==> config.mk <==
export PLATFORM = sky130hd
export DESIGN_NAME = sd_init_seq
export DESIGN_NICKNAME = d
export VERILOG_FILES = /design/src/rtl/sd_init_pkg.sv /design/src/rtl/sd_init_dly.sv /design/src/rtl/sd_init_pass.sv /design/src/rtl/sd_init_fsm.sv /design/src/rtl/sd_init_seq.sv
export SDC_FILE = /design/constraint.sdc
export NUM_CORES = 1
export LEC_CHECK = 0
export ABC_AREA = 1
export BUFFER_PORTS_ARGS = -buffer_cell sky130_fd_sc_hd__buf_4
export CAP_MARGIN = 5
export CORE_ASPECT_RATIO = 2
export CORE_MARGIN = 3
export CORE_UTILIZATION = 41
export CTS_BUF_LIST = sky130_fd_sc_hd__clkbuf_4
export DETAILED_ROUTE_END_ITERATION = 7
export PLACE_DENSITY = 0.66
export SKIP_LAST_GASP = 1
export SLEW_MARGIN = 0
export SYNTH_ARGS = -nofsm -noshare
export SYNTH_HDL_FRONTEND = slang
export SYNTH_HIERARCHICAL = 1
export SYNTH_SLANG_ARGS = --single-unit
==> constraint.sdc <==
create_clock -name clk_i -period 6.4 [get_ports clk_i]
set_input_delay 0.64 -clock clk_i [delete_from_list [all_inputs] [get_ports clk_i]]
set_output_delay 0.64 -clock clk_i [all_outputs]
set_load 0.005 [all_outputs]
==> src/rtl/sd_init_pkg.sv <==
package sd_init_pkg;
  typedef enum logic [2:0] {
    S_IDLE, S_CMD0, S_CMD8, S_APP, S_OP, S_WAIT, S_DONE, S_ERR
  } seq_st_e;

  typedef enum logic [1:0] {
    ST_SENT  = 2'b00,
    ST_RESP  = 2'b01,
    ST_TMO   = 2'b10,
    ST_FAULT = 2'b11
  } cmd_st_e;

  localparam logic [5:0]  IDX_RST  = 6'd0;
  localparam logic [5:0]  IDX_IFC  = 6'd8;
  localparam logic [5:0]  IDX_APP  = 6'd55;
  localparam logic [5:0]  IDX_OPC  = 6'd41;
  localparam logic [31:0] ARG_IFC  = 32'h0000_01AA;
  localparam logic [31:0] ARG_OPHC = 32'h40FF_8000;
  localparam logic [31:0] ARG_OPSC = 32'h0080_0000;
endpackage

==> src/rtl/sd_init_dly.sv <==
module sd_init_dly #(
  parameter int DLY_W = 16
) (
  input  logic             clk_i,
  input  logic             rst_ni,
  input  logic             load_i,
  input  logic [DLY_W-1:0] load_val_i,
  input  logic             en_i,
  output logic             zero_o
);
  logic [DLY_W-1:0] cnt_q;

  always_ff @(posedge clk_i or negedge rst_ni) begin
    if (!rst_ni)                   cnt_q <= '0;
    else if (load_i)               cnt_q <= load_val_i;
    else if (en_i && cnt_q != '0)  cnt_q <= cnt_q - 1'b1;
  end

  assign zero_o = (cnt_q == '0);

  // wait window shrinks by one per cycle
  assert_dly_step_R8: assert property (@(posedge clk_i) disable iff (!rst_ni)
    (en_i && !zero_o && !load_i) |=> (cnt_q == $past(cnt_q) - 1'b1));
endmodule

==> src/rtl/sd_init_pass.sv <==
module sd_init_pass #(
  parameter int RETRY_W = 12
) (
  input  logic               clk_i,
  input  logic               rst_ni,
  input  logic               clr_i,
  input  logic               inc_i,
  input  logic [RETRY_W-1:0] limit_i,
  output logic               at_limit_o
);
  logic [RETRY_W-1:0] cnt_q;
  logic [RETRY_W:0]   cur_pass;

  always_ff @(posedge clk_i or negedge rst_ni) begin
    if (!rst_ni)     cnt_q <= '0;
    else if (clr_i)  cnt_q <= '0;
    else if (inc_i)  cnt_q <= cnt_q + 1'b1;
  end

  // pass currently ending, 1-based
  assign cur_pass   = {1'b0, cnt_q} + 1'b1;
  assign at_limit_o = (cur_pass >= {1'b0, limit_i});

  // counter is stopped by the limit before it can wrap
  assert_pass_nowrap_R9: assert property (@(posedge clk_i) disable iff (!rst_ni)
    inc_i |-> (cnt_q != '1));
endmodule

==> src/rtl/sd_init_fsm.sv <==
module sd_init_fsm
  import sd_init_pkg::*;
(
  input  logic        clk_i,
  input  logic        rst_ni,
  input  logic        start_i,
  input  logic        dly_cfg_zero_i,
  input  logic        dly_zero_i,
  input  logic        pass_limit_i,
  input  logic        cmd_done_i,
  input  logic [1:0]  cmd_status_i,
  input  logic [31:0] cmd_resp_i,
  output logic        cmd_req_o,
  output logic [5:0]  cmd_idx_o,
  output logic [31:0] cmd_arg_o,
  output logic        cmd_resp_exp_o,
  output logic        dly_load_o,
  output logic        dly_en_o,
  output logic        pass_clr_o,
  output logic        pass_inc_o,
  output logic        done_o,
  output logic        err_o,
  output logic        hc_o
);
  seq_st_e st_q, st_d;
  logic    hc_q, hc_d;
  cmd_st_e cst;
  logic    got_resp;

  assign cst      = cmd_st_e'(cmd_status_i);
  assign got_resp = (cst == ST_RESP);

  always_comb begin
    st_d       = st_q;
    hc_d       = hc_q;
    dly_load_o = 1'b0;
    pass_clr_o = 1'b0;
    pass_inc_o = 1'b0;
    unique case (st_q)
      S_IDLE, S_DONE, S_ERR: if (start_i) begin
        st_d = S_CMD0; hc_d = 1'b0; pass_clr_o = 1'b1;
      end
      S_CMD0: if (cmd_done_i) st_d = (cst == ST_SENT) ? S_CMD8 : S_ERR;
      S_CMD8: if (cmd_done_i) begin
        hc_d = got_resp && (cmd_resp_i[11:0] == ARG_IFC[11:0]);
        st_d = S_APP;
        pass_clr_o = 1'b1;
      end
      S_APP: if (cmd_done_i) st_d = (got_resp && cmd_resp_i[5]) ? S_OP : S_ERR;
      S_OP: if (cmd_done_i) begin
        if (!got_resp)          st_d = S_ERR;
        else if (cmd_resp_i[31]) st_d = S_DONE;
        else if (pass_limit_i)  st_d = S_ERR;
        else begin
          pass_inc_o = 1'b1;
          dly_load_o = !dly_cfg_zero_i;
          st_d       = dly_cfg_zero_i ? S_APP : S_WAIT;
        end
      end
      S_WAIT: if (dly_zero_i) st_d = S_APP;
      default: st_d = S_IDLE;
    endcase
  end

  always_ff @(posedge clk_i or negedge rst_ni) begin
    if (!rst_ni) begin
      st_q <= S_IDLE;
      hc_q <= 1'b0;
    end else begin
      st_q <= st_d;
      hc_q <= hc_d;
    end
  end

  always_comb begin
    cmd_req_o      = 1'b1;
    cmd_resp_exp_o = 1'b1;
    cmd_idx_o      = IDX_RST;
    cmd_arg_o      = '0;
    unique case (st_q)
      S_CMD0: cmd_resp_exp_o = 1'b0;
      S_CMD8: begin cmd_idx_o = IDX_IFC; cmd_arg_o = ARG_IFC; end
      S_APP:  cmd_idx_o = IDX_APP;
      S_OP:   begin cmd_idx_o = IDX_OPC; cmd_arg_o = hc_q ? ARG_OPHC : ARG_OPSC; end
      default: begin cmd_req_o = 1'b0; cmd_resp_exp_o = 1'b0; end
    endcase
  end

  assign dly_en_o = (st_q == S_WAIT);
  assign done_o   = (st_q == S_DONE);
  assign err_o    = (st_q == S_ERR);
  assign hc_o     = hc_q;

  assert_req_hold_R10: assert property (@(posedge clk_i) disable iff (!rst_ni)
    (cmd_req_o && !cmd_done_i) |=> (cmd_req_o && $stable(cmd_idx_o) && $stable(cmd_arg_o)));
  assert_rst_noresp_R2: assert property (@(posedge clk_i) disable iff (!rst_ni)
    (cmd_req_o && cmd_idx_o == IDX_RST) |-> !cmd_resp_exp_o);
  assert_done_cause_R7: assert property (@(posedge clk_i) disable iff (!rst_ni)
    $rose(done_o) |-> $past(cmd_done_i && cmd_idx_o == IDX_OPC && cmd_resp_i[31]));
  assert_done_excl_R7: assert property (@(posedge clk_i) disable iff (!rst_ni)
    !(done_o && err_o));
  assert_hc_stable_R4: assert property (@(posedge clk_i) disable iff (!rst_ni)
    (st_q == S_OP || st_q == S_WAIT) |=> $stable(hc_o));
endmodule

==> src/rtl/sd_init_seq.sv <==
module sd_init_seq #(
  parameter int DLY_W   = 16,
  parameter int RETRY_W = 12
) (
  input  logic               clk_i,
  input  logic               rst_ni,
  input  logic               start_i,
  input  logic [DLY_W-1:0]   delay_i,
  input  logic [RETRY_W-1:0] retry_max_i,
  output logic               cmd_req_o,
  output logic [5:0]         cmd_idx_o,
  output logic [31:0]        cmd_arg_o,
  output logic               cmd_resp_exp_o,
  input  logic               cmd_done_i,
  input  logic [1:0]         cmd_status_i,
  input  logic [31:0]        cmd_resp_i,
  output logic               done_o,
  output logic               err_o,
  output logic               hc_o
);
  logic dly_load, dly_en, dly_zero, pass_clr, pass_inc, pass_limit;
  logic dly_cfg_zero;

  assign dly_cfg_zero = (delay_i == '0);

  sd_init_fsm u_fsm (
    .clk_i, .rst_ni, .start_i,
    .dly_cfg_zero_i(dly_cfg_zero),
    .dly_zero_i    (dly_zero),
    .pass_limit_i  (pass_limit),
    .cmd_done_i, .cmd_status_i, .cmd_resp_i,
    .cmd_req_o, .cmd_idx_o, .cmd_arg_o, .cmd_resp_exp_o,
    .dly_load_o    (dly_load),
    .dly_en_o      (dly_en),
    .pass_clr_o    (pass_clr),
    .pass_inc_o    (pass_inc),
    .done_o, .err_o, .hc_o
  );

  sd_init_dly #(.DLY_W(DLY_W)) u_dly (
    .clk_i, .rst_ni,
    .load_i    (dly_load),
    .load_val_i(delay_i - 1'b1),
    .en_i      (dly_en),
    .zero_o    (dly_zero)
  );

  sd_init_pass #(.RETRY_W(RETRY_W)) u_pass (
    .clk_i, .rst_ni,
    .clr_i     (pass_clr),
    .inc_i     (pass_inc),
    .limit_i   (retry_max_i),
    .at_limit_o(pass_limit)
  );
endmodule

==> results.yml, run 1 <==
routing:
  antenna_left: 0
  firstDrtPassIters: 5
  num_vias: 3578
  first_iter_violations: 166
  vias_per_cell: 4.908
  wire_per_inst_um: 11.72
  drt_drc_violations_left: 0
  drt-total-wl_um: 8546
sta:
  period_share: 0.6130
  finalMaxSlewViolations: 0
  skew_ns: 0.01857
  slew_headroom: 0.4293
  final_hold_viol_count: 0
  fin_crit_ns: 3.923
  setup_viol: 0
  rsz0062_at_grt: "no"
  tightest_slew_ns: 0.8551
  max_freq_mhz: 254.9
  setup_tns_ns: 0
grt:
  grt_pass1_wl_um: 14520
  antenna_found_initial: 1
  overflow: 0
  grt_usage: 0.1732
  grt_pass1_vias: 3479
  grt_max_degree: 33
worst_setup_path:
  critPathLaunchType: "register"
  timing.rr.end: "u_dly/cnt_q[12]"
  crit_arrival_ns: 4.15
  ff2ff_path_depth: 20
  cp_data_required_time_ns: 6.63
  r2r_slack_ns: 2.48
  critPathMaxFanout: 22
  r2r-start: "u_pass/cnt_q[0]"
  crit_type: "register to register"
  end_kind: "register"
clock_network:
  cts_sinks: 32
  numCtsBuffers: 5
  clk_pin_slew_worst_paths_ns: 0.11
  root_buffer: "clkbuf_4"
  clk_latency_ns: 0.35
  cts_setup_buffers: 0
  cts_resized: 0
  h-tree-depth: 2
  clockBufferDepth: 2
  cts_tree: "yes"
  hold_buffers: 0
finish:
  layout.nets: 709
  final_util: 0.4857
  drive_gt1_frac: 0.2564
  syn_to_final_growth_pct: 13.32
  fill_cells: 941
die:
  boundaryPins: 109
  row_count: 48
  core_area_um2: 8768
  die_h_um: 141.4
  initial_core_util: 0.4287
  die_width_um: 73.70
  die-area_um2: 10420
logic_synthesis:
  postSynthCellCount: 570
  synth.most_common_cell: "nand2_1"
  yosysTopAreaCell: "dfrtp_1"
  async_flop_share: 1.000
  ys_seq_area_frac: 0.2130
  ys.flop_type: "dfrtp_1"
  yosys_warnings: 6
  postSynthAreaPerCell_um2: 6.594
  ys_ff_latch: 32
  yosys.cell_types.count: 41
  netlist_top_cells_count: "nand2_1 (171), inv_1 (74), nor2_1 (50)"
  synth_area_um2: 3759
  synth_edf_count: 0
  synth_area_leaders: "dfrtp_1 (21%), nand2_1 (17%), inv_1 (7.4%), buf_4 (6.8%), nand3_1 (5.6%)"
  synth_top_area_share: 0.2130
power:
  peakVddDrop_v: 0.0001001
  power_leakage_uw: 0.002410
  pwr_density_cell_nw_per_um2: 285.2
worst_hold_path:
  hp-class: "primary input to asynchronous set/reset pin"
place:
  port_buffers: 72
  dp_hpwl_um: 7262
  globalplace.congestion: 0.8898
run:
  maxCapViolCount: 0
status:
  status: "completed"
cells by family after synthesis:
logic type | count (synthesis) | synth area share
other | 1 | 0.0009977
xor gates and xnor gates | 11 | 0.02963
AOI/OAI and AO/OA | 31 | 0.04827
buffers and inverters | 119 | 0.1588
and+or+nand+nor | 360 | 0.4960
adders and majority gates | 16 | 0.05326
DFF | 32 | 0.2130
cells in the final DEF (no fill, tap or decap), drive strengths merged:
cell / synthesis / final
o21ai: 18 / 18
nand3: 61 / 61
a21oi: 5 / 5
ha: 16 / 16
o211ai: 1 / 1
nand4: 6 / 6
inv: 80 / 80
o22ai: 3 / 3
a22o: 2 / 2
nand2: 186 / 186
nor4: 1 / 1
clkinvlp: 0 / 1
dfrtp: 32 / 32
clkbuf: 2 / 6
and2: 7 / 7
xnor2: 4 / 4
buf: 37 / 73
diode: 0 / 1
xor2: 7 / 7
clkinv: 0 / 1
nor3: 5 / 5
nand3b: 9 / 9
o21bai: 2 / 2
or2: 3 / 3
conb: 1 / 17
nor2: 82 / 82
final cells by class:
| cell class | count | area [um2] | area share |
|---|---|---|---|
| multi-input combinational | 435 | 2426 | 0.5696 |
| inverter | 80 | 300.3 | 0.07051 |
| timing repair buffer | 73 | 548.0 | 0.1287 |
| clock buffer | 6 | 45.04 | 0.01058 |
| tap | 100 | 125.1 | 0.02938 |
| clock inverter | 2 | 11.26 | 0.002644 |
| sequential | 32 | 800.8 | 0.1880 |
| antenna | 1 | 2.502 | 0.0005875 |
metal layers:
layer | wire (um) | track usage
met5 | 0 | 0
met4 | 343 | 0.09169
met3 | 335 | 0.01418
met2 | 4998 | 0.3502
met1 | 2869 | 0.1575
report_power, final:
| part | switching (uW) | internal [uW] | leakage [uW] |
|---|---|---|---|
| combinational | 433 | 310 | 0.00196 |
| clock | 74.2 | 46.0 | 0.0000293 |
| sequential | 90.5 | 261 | 0.000421 |
| total | 598 | 617 | 0.00241 |
how the worst max path moves through the flow:
stage,from,to,slack [ns],depth (start not counted)
3_5_place_dp,u_pass/cnt_q[0],u_dly/cnt_q[14],2.50,20
5_1_grt,u_pass/cnt_q[0],u_dly/cnt_q[12],2.06,20
2_1_floorplan,u_pass/cnt_q[0],u_dly/cnt_q[2],3.46,23
4_1_cts,u_pass/cnt_q[0],u_dly/cnt_q[12],2.45,20
6_report,u_pass/cnt_q[0],u_dly/cnt_q[12],2.48,20
3_3_place_gp,u_pass/cnt_q[0],u_dly/cnt_q[14],2.53,20
through the flow:
stage               power (uW)  worst slack (ns)  cell area (um2)  cells  hold slack [ns]
finish                    1215             2.477             4259    729           0.2113
global route              1342             2.061             4259    729           0.2423
CTS                       1232             2.455             4257    728           0.2177
detailed placement        1104             2.504             4200    720           0.5248
global placement          1083             2.530             4200    720           0.5163
floorplan                919.4             3.460             3819    586           0.3444
flip-flops by register name, summed over array words and instances, names as in the netlist:
name	flops
u_dly/cnt_q	16
u_fsm/hc_o	1
u_fsm/st_q	3
u_pass/cnt_q	12
worst max-delay path, cell delays in order (launching register included):
cell and delay (ns):
dfrtp_1 0.49, ha_1 0.23, nand3_1 0.17, inv_1 0.14
nand3_1 0.09, and2_1 0.17, ha_1 0.28, nand2_1 0.10
inv_1 0.05, a21oi_1 0.12, nand2_1 0.07, nand2_1 0.06
nand3_1 0.10, nor2_1 0.20, nand3b_1 0.13, nor3_2 0.14
buf_4 0.26, inv_1 0.41, or2_2 0.44, nand3_1 0.08
nand2_1 0.05
Note: power is estimated with default switching activity, not from simulation.
==> run 2, diff against run 1 <==
==> constraint.sdc (replaced) <==
create_clock -name clk_i -period 3.7 [get_ports clk_i]
set_input_delay 0.37 -clock clk_i [delete_from_list [all_inputs] [get_ports clk_i]]
set_output_delay 0.37 -clock clk_i [all_outputs]
set_load 0.005 [all_outputs]
==> results.yml, run 2 (same netlist as run 1, synthesis figures left out) <==
worst_hold_path:
  worstHoldStart: "delay_i[13]"
  min_path_cells: 5
  hold_path_end: "u_dly/cnt_q[13]"
  hp-class: "primary input to register"
power:
  pwr_density_cell_nw_per_um2: 491.4
  power_frac_comb: 0.616
  p_sw_frac: 0.4972
  p_switching_uw: 1048
  peakVddDrop_v: 0.0002081
  power_uw: 2108
  clkPwrFrac: 0.095
  internal_power_uw: 1060
  power_leakage_uw: 0.002432
  p_seq_frac: 0.289
routing:
  drt-total-wl_um: 8818
  drt_drc_violations_left: 0
  firstDrtPassIters: 6
  antenna_left: 0
  first_iter_violations: 150
  vias_per_cell: 4.887
  wire_per_inst_um: 12.05
  num_vias: 3577
clock_network:
  clockBufferDepth: 2
  cts_tree: "yes"
  h-tree-depth: 2
  clk_pin_slew_worst_paths_ns: 0.11
  numCtsBuffers: 5
  cts_setup_buffers: 0
  clk_latency_ns: 0.35
  cts_sinks: 32
  root_buffer: "clkbuf_4"
die:
  boundaryPins: 109
  core_area_um2: 8768
  die-area_um2: 10420
  die_width_um: 73.70
  row_count: 48
  initial_core_util: 0.4287
  die_h_um: 141.4
sta:
  setup_viol: 0
  final_hold_viol_count: 0
  setup_tns_ns: 0
  fin_crit_ns: 3.268
  rsz0062_at_grt: "no"
  finalMaxSlewViolations: 0
  period_share: 0.8832
  skew_ns: 0.009742
  max_freq_mhz: 306.0
finish:
  largest_reg_flops: 16
  syn_to_final_growth_pct: 14.11
  final_cell_mix: "nand2_1 (171), buf_4 (75), inv_1 (73)"
  top_register: "u_dly/cnt_q"
  drive_gt1_frac: 0.2631
  layout_commonest_cell: "nand2_1"
  fill_cells: 933
  final_area_um2: 4289
  top_regs: "u_dly/cnt_q x16, u_pass/cnt_q x12, u_fsm/st_q x3"
  layout.nets: 712
  final_util: 0.4892
worst_setup_path:
  critPathMaxFanout: 14
  r2r_slack_ns: 0.43
  worstSetupStartpoint: "u_pass/cnt_q[0]"
  crit_chain: "ha_1, nand3_1, inv_1, nand2_1, nand2_1, and2_1, ha_1, nand2_1, inv_1, a21oi_1, nand2_1, nand2_1, nand3_1, nor2_2, nand3b_1, nor3_4, inv_2, buf_4, o21ai_0, nand2_1, nand2_1, o21ai_1"
  critPathMaxStageDelay_ns: 0.48
  path_common_cell: "nand2_1"
  end_kind: "register"
  timing.rr.end: "u_dly/cnt_q[2]"
  r2r-start: "u_pass/cnt_q[0]"
  ff2ff_path_depth: 22
  cp_data_required_time_ns: 3.94
  crit_type: "register to register"
  critPathLaunchType: "register"
  slowest_stage: "dfrtp_2"
  crit_arrival_ns: 3.51
grt:
  grt_usage: 0.1730
  grt_pass1_vias: 3541
  antenna_found_initial: 1
  grt_pass1_wl_um: 14520
  grt_max_degree: 33
  overflow: 0
place:
  globalplace.congestion: 0.9155
  dp_hpwl_um: 7368
  dpl-instance-area_um2: 4215
  port_buffers: 72
status:
  status: "completed"
run:
  maxCapViolCount: 0
## run 2: changes by cell type in the layout (fill, tap and decap cells not counted), sizes merged
cell	change
clkinvlp	-1
clkbuf	-1
dlygate4sd3	+1
clkinv	+2
buf	+2
## run 2: worst max-delay path by stage
stage	to
after floorplan	u_dly/cnt_q[2]
after global placement	u_dly/cnt_q[2]
after detailed placement	u_dly/cnt_q[2]
after CTS	u_dly/cnt_q[2]
after global routing	u_dly/cnt_q[2]
final	u_dly/cnt_q[2]
## run 2: stage by stage
step | worst slack, ns | hold slack (ns) | cells
after floorplan | 0.7602 | 0.07441 | 586
after global placement | 0.3200 | 0.3418 | 722
after detailed placement | 0.2451 | 0.3479 | 722
after CTS | 0.2175 | 0.3441 | 731
after global routing | 0.04212 | 0.3651 | 732
final | 0.4322 | 0.3562 | 732
## run 2: final cells by class
cell class | count | area [um2] | share of cell area
multi-input cells | 435 | 2435 | 0.5677
flip-flops and latches | 32 | 802.0 | 0.1870
repair buffers | 76 | 573.1 | 0.1336
inverters | 80 | 300.3 | 0.07001
well taps | 100 | 125.1 | 0.02917
clock buffers | 5 | 37.54 | 0.008751
clock inverters | 3 | 13.76 | 0.003209
diodes | 1 | 2.502 | 0.0005834
## run 2: metal layers
metal / wire length, um / vias up / GRT usage / share of wire
li1: - / 1857 / - / -
met1: 2928 / 1608 / 0.1537 / 0.33
met2: 5246 / 92 / 0.3535 / 0.59
met3: 362 / 20 / 0.01702 / 0.041
met4: 281 / 0 / 0.08787 / 0.032
met5: 0 / - / 0 / 0
## run 2: power groups by stage
stage,clock network [uW],logic (uW),registers (uW)
floorplan,0,1020,571
finish,200,1300,609
global placement,0,1270,608
CTS,211,1310,608
global route,222,1460,628
detailed placement,0,1300,615
## run 2: repair_timing
action | CTS | global route
resized for setup | 0 | 4
hold endpoints to repair | 32 | 0
endpoints found under the setup margin | 0 | 12
hold buffers | 1 | 0
## run 2: worst max-delay path: cells and delay by family (launching register included)
family                   cells  cell delay, ns
AND/OR/NAND/NOR             13            1.37
adder cells (fa/ha/maj)      2            0.52
flip-flops                   1            0.48
buffers and inverters        4            0.48
AO/OA/AOI/OAI                3            0.29
==> run 3, diff against run 2 <==
--- a/config.mk
+++ b/config.mk
@@ -13,10 +13,9 @@
 export CORE_UTILIZATION = 41
 export CTS_BUF_LIST = sky130_fd_sc_hd__clkbuf_4
 export DETAILED_ROUTE_END_ITERATION = 7
-export PLACE_DENSITY = 0.66
+export PLACE_DENSITY = 0.68
 export SKIP_LAST_GASP = 1
 export SLEW_MARGIN = 0
 export SYNTH_ARGS = -nofsm -noshare
 export SYNTH_HDL_FRONTEND = slang
-export SYNTH_HIERARCHICAL = 1
 export SYNTH_SLANG_ARGS = --single-unit
==> results.yml, run 3 <==
worst_setup_path:
  end_kind: "register"
  crit_arrival_ns: 3.94
  critPathMaxStageDelay_ns: 0.55
  critPathLaunchType: "register"
  crit_type: "register to register"
  critPathMaxFanout: 6
  path_common_cell: "nand2_1"
  cp_data_required_time_ns: 3.95
  crit_family: "simple AND/OR/NAND/NOR gates"
  slowest_stage: "or4_4"
  critPathBufInv: 4
finish:
  top_register: "u_dly.cnt_q"
  top_regs: "u_dly.cnt_q x16, u_pass.cnt_q x12, u_fsm.st_q x3"
  layout.nets: 642
  final_cell_mix: "nand2_1 (111), buf_4 (110), inv_1 (63)"
  drive_gt1_frac: 0.3446
  layout_commonest_cell: "nand2_1"
  largest_reg_flops: 16
  n_antenna_cell: 0
  syn_to_final_growth_pct: 31.64
  final_util: 0.5617
place:
  globalplace.congestion: 0.9065
  dp_hpwl_um: 6795
  port_buffers: 72
power:
  pwr_density_cell_nw_per_um2: 484.7
  peakVddDrop_v: 0.0003638
  power_leakage_uw: 0.002243
  power_uw: 2008
logic_synthesis:
  postSynthAreaPerCell_um2: 6.799
  synth.most_common_cell: "nand2_1"
  synth_xor_area_frac: 0.02782
  ys.flop_type: "dfrtp_1"
  ys_seq_area_frac: 0.2544
  yosysTopAreaCell: "dfrtp_1"
  yosys.cell_types.count: 40
  async_flop_share: 1.000
  synth_edf_count: 0
  synth_adder_area_share: 0.05564
  postSynthCellCount: 463
  synth_compound_area_frac: 0.08307
  synth_mux_area_frac: 0.003180
  yosys_warnings: 0
  netlist_top_cells_count: "nand2_1 (114), inv_1 (67), nor2_1 (43)"
  synthSimpleGateAreaFrac: 0.3947
  synth_top_area_share: 0.2544
  synth_top_family_by_area: "simple AND/OR/NAND/NOR gates"
  synth_area_leaders: "dfrtp_1 (25%), nand2_1 (14%), inv_1 (8.0%), buf_4 (7.6%), ha_1 (5.6%)"
  ys_ff_latch: 32
  synth_area_um2: 3148
sta:
  skew_ns: 0.01090
  final_hold_viol_count: 0
  max_freq_mhz: 271.0
  hold_ws_ns: 0.3862
  period_share: 0.9973
  rsz0062_at_grt: "yes"
  finalMaxSlewViolations: 0
  slew_headroom: 0.6454
  tightest_slew_ns: 0.5270
  setup_viol: 0
  fin_crit_ns: 3.690
routing:
  num_vias: 3227
  wire_per_inst_um: 13.12
  drt-total-wl_um: 8592
  antenna_left: 0
  firstDrtPassIters: 4
  first_iter_violations: 155
  drt_drc_violations_left: 0
  vias_per_cell: 4.927
grt:
  antenna_found_initial: 0
  grt_pass1_wl_um: 13500
  grt_pass1_vias: 3164
  grt_max_degree: 33
  grt_usage: 0.1991
  overflow: 0
clock_network:
  clk_latency_ns: 0.35
  clk_pin_slew_worst_paths_ns: 0.11
  h-tree-depth: 2
  root_buffer: "clkbuf_4"
  clockBufferDepth: 2
  cts_tree: "yes"
  numCtsBuffers: 5
  cts_sinks: 32
die:
  die_width_um: 67.96
  initial_core_util: 0.4267
  die_h_um: 129.9
  die-area_um2: 8829
  row_count: 44
  boundaryPins: 109
  core_area_um2: 7377
run:
  maxCapViolCount: 0
worst_hold_path:
  hp-class: "primary input to register"
status:
  status: "completed"
-- run 3: cell count changes after synthesis, sizes merged, moves of 7 or more --
cell,before,now
nand2,186,129
nand3,61,28
nor2,82,59
nand4,6,15
and2,7,0
inv,80,73
nand3b,9,2
-- run 3: final cells by class --
cell class | instances | area, um2
Timing Repair Buffer | 115 | 910.9
Clock buffer | 6 | 45.04
Multi-Input combinational cell | 335 | 1987
Fill cell | 737 | 3233
Inverter | 73 | 274.0
Tap cell | 92 | 115.1
Sequential cell | 32 | 800.8
Clock inverter | 2 | 11.26
-- run 3: worst register-to-register path: stages, from the launching register on --
cell and delay [ns]:
dfrtp_1 0.40, ha_2 0.20, nand2_2 0.07, nor2_4 0.12, nand3_2 0.09, or4_4 0.55, xor2_2 0.19, inv_2 0.06
ha_4 0.27, nand3_2 0.08, nor3_2 0.20, nand3_1 0.14, nand4_4 0.14, buf_4 0.14, o21ai_2 0.05, inv_2 0.08
ha_4 0.13, inv_2 0.04, nor2_4 0.10, nand2_4 0.09, nor2_4 0.19, nand2_1 0.08, nand2_1 0.06, nand2_1 0.04
nand2_1 0.05, nand2_1 0.04
-- run 3: repair_timing --
| action | in CTS | in global routing |
|---|---|---|
| endpoints found under the hold margin | 32 | 0 |
| gates resized for setup | 11 | 29 |
| setup endpoints to repair | 12 | 14 |
| hold buffers | 1 | 0 |
| pin swaps | 1 | 24 |
| buffers inserted | 1 | 6 |
| gates cloned | 0 | 1 |
-- run 3: worst paths after layout --
check                           slack (ns)              end  depth (start not counted)       startpoint
worst min-delay path                  0.39  u_dly.cnt_q[15]                          5      delay_i[15]
worst max register to register        0.01  u_dly.cnt_q[10]                         25  u_pass.cnt_q[1]
min in group asynchronous             0.50  u_dly.cnt_q[14]                          2           rst_ni
worst max-delay path                  0.01  u_dly.cnt_q[10]                         25  u_pass.cnt_q[1]
worst min register to register        0.52  u_dly.cnt_q[12]                          2  u_dly.cnt_q[12]
max in group asynchronous             2.87       u_fsm.hc_o                          2           rst_ni
-- run 3: cell families (layout without fill, tap and decap cells) --
group	Yosys count	count (layout)
mux	1	1
flops	32	32
buf+inv	112	196
other cells	1	17
xor+xnor	10	10
simple gates	250	250
compound gates	43	43
fa+ha+maj	14	14
-- run 3: layer usage --
metal | track usage | up-vias | share of wire | routed length, um
met4 | 0.1114 | 0 | 0.039 | 333
met3 | 0.01637 | 22 | 0.033 | 287
met2 | 0.3840 | 82 | 0.58 | 4996
met5 | 0 | - | 0 | 0
li1 | - | 1628 | - | -
met1 | 0.1959 | 1495 | 0.35 | 2976
-- run 3: per-stage QoR --
step                setup WS, ns  cell area (um2)  TNS (ns)  cells
floorplan                0.07559             3208         0    479
global placement         -0.1052             3839   -0.5431    638
detailed placement       -0.1690             3839   -0.9825    638
CTS                      0.01482             3960         0    648
global route             -0.2766             4144    -3.015    655
finish                   0.01016             4144         0    655
-- run 3: power breakdown --
part,internal [uW],switching (uW),total [uW]
logic,546,707,1250
clock network,79.6,132,212
registers,444,99.8,544
total,1070,939,2010
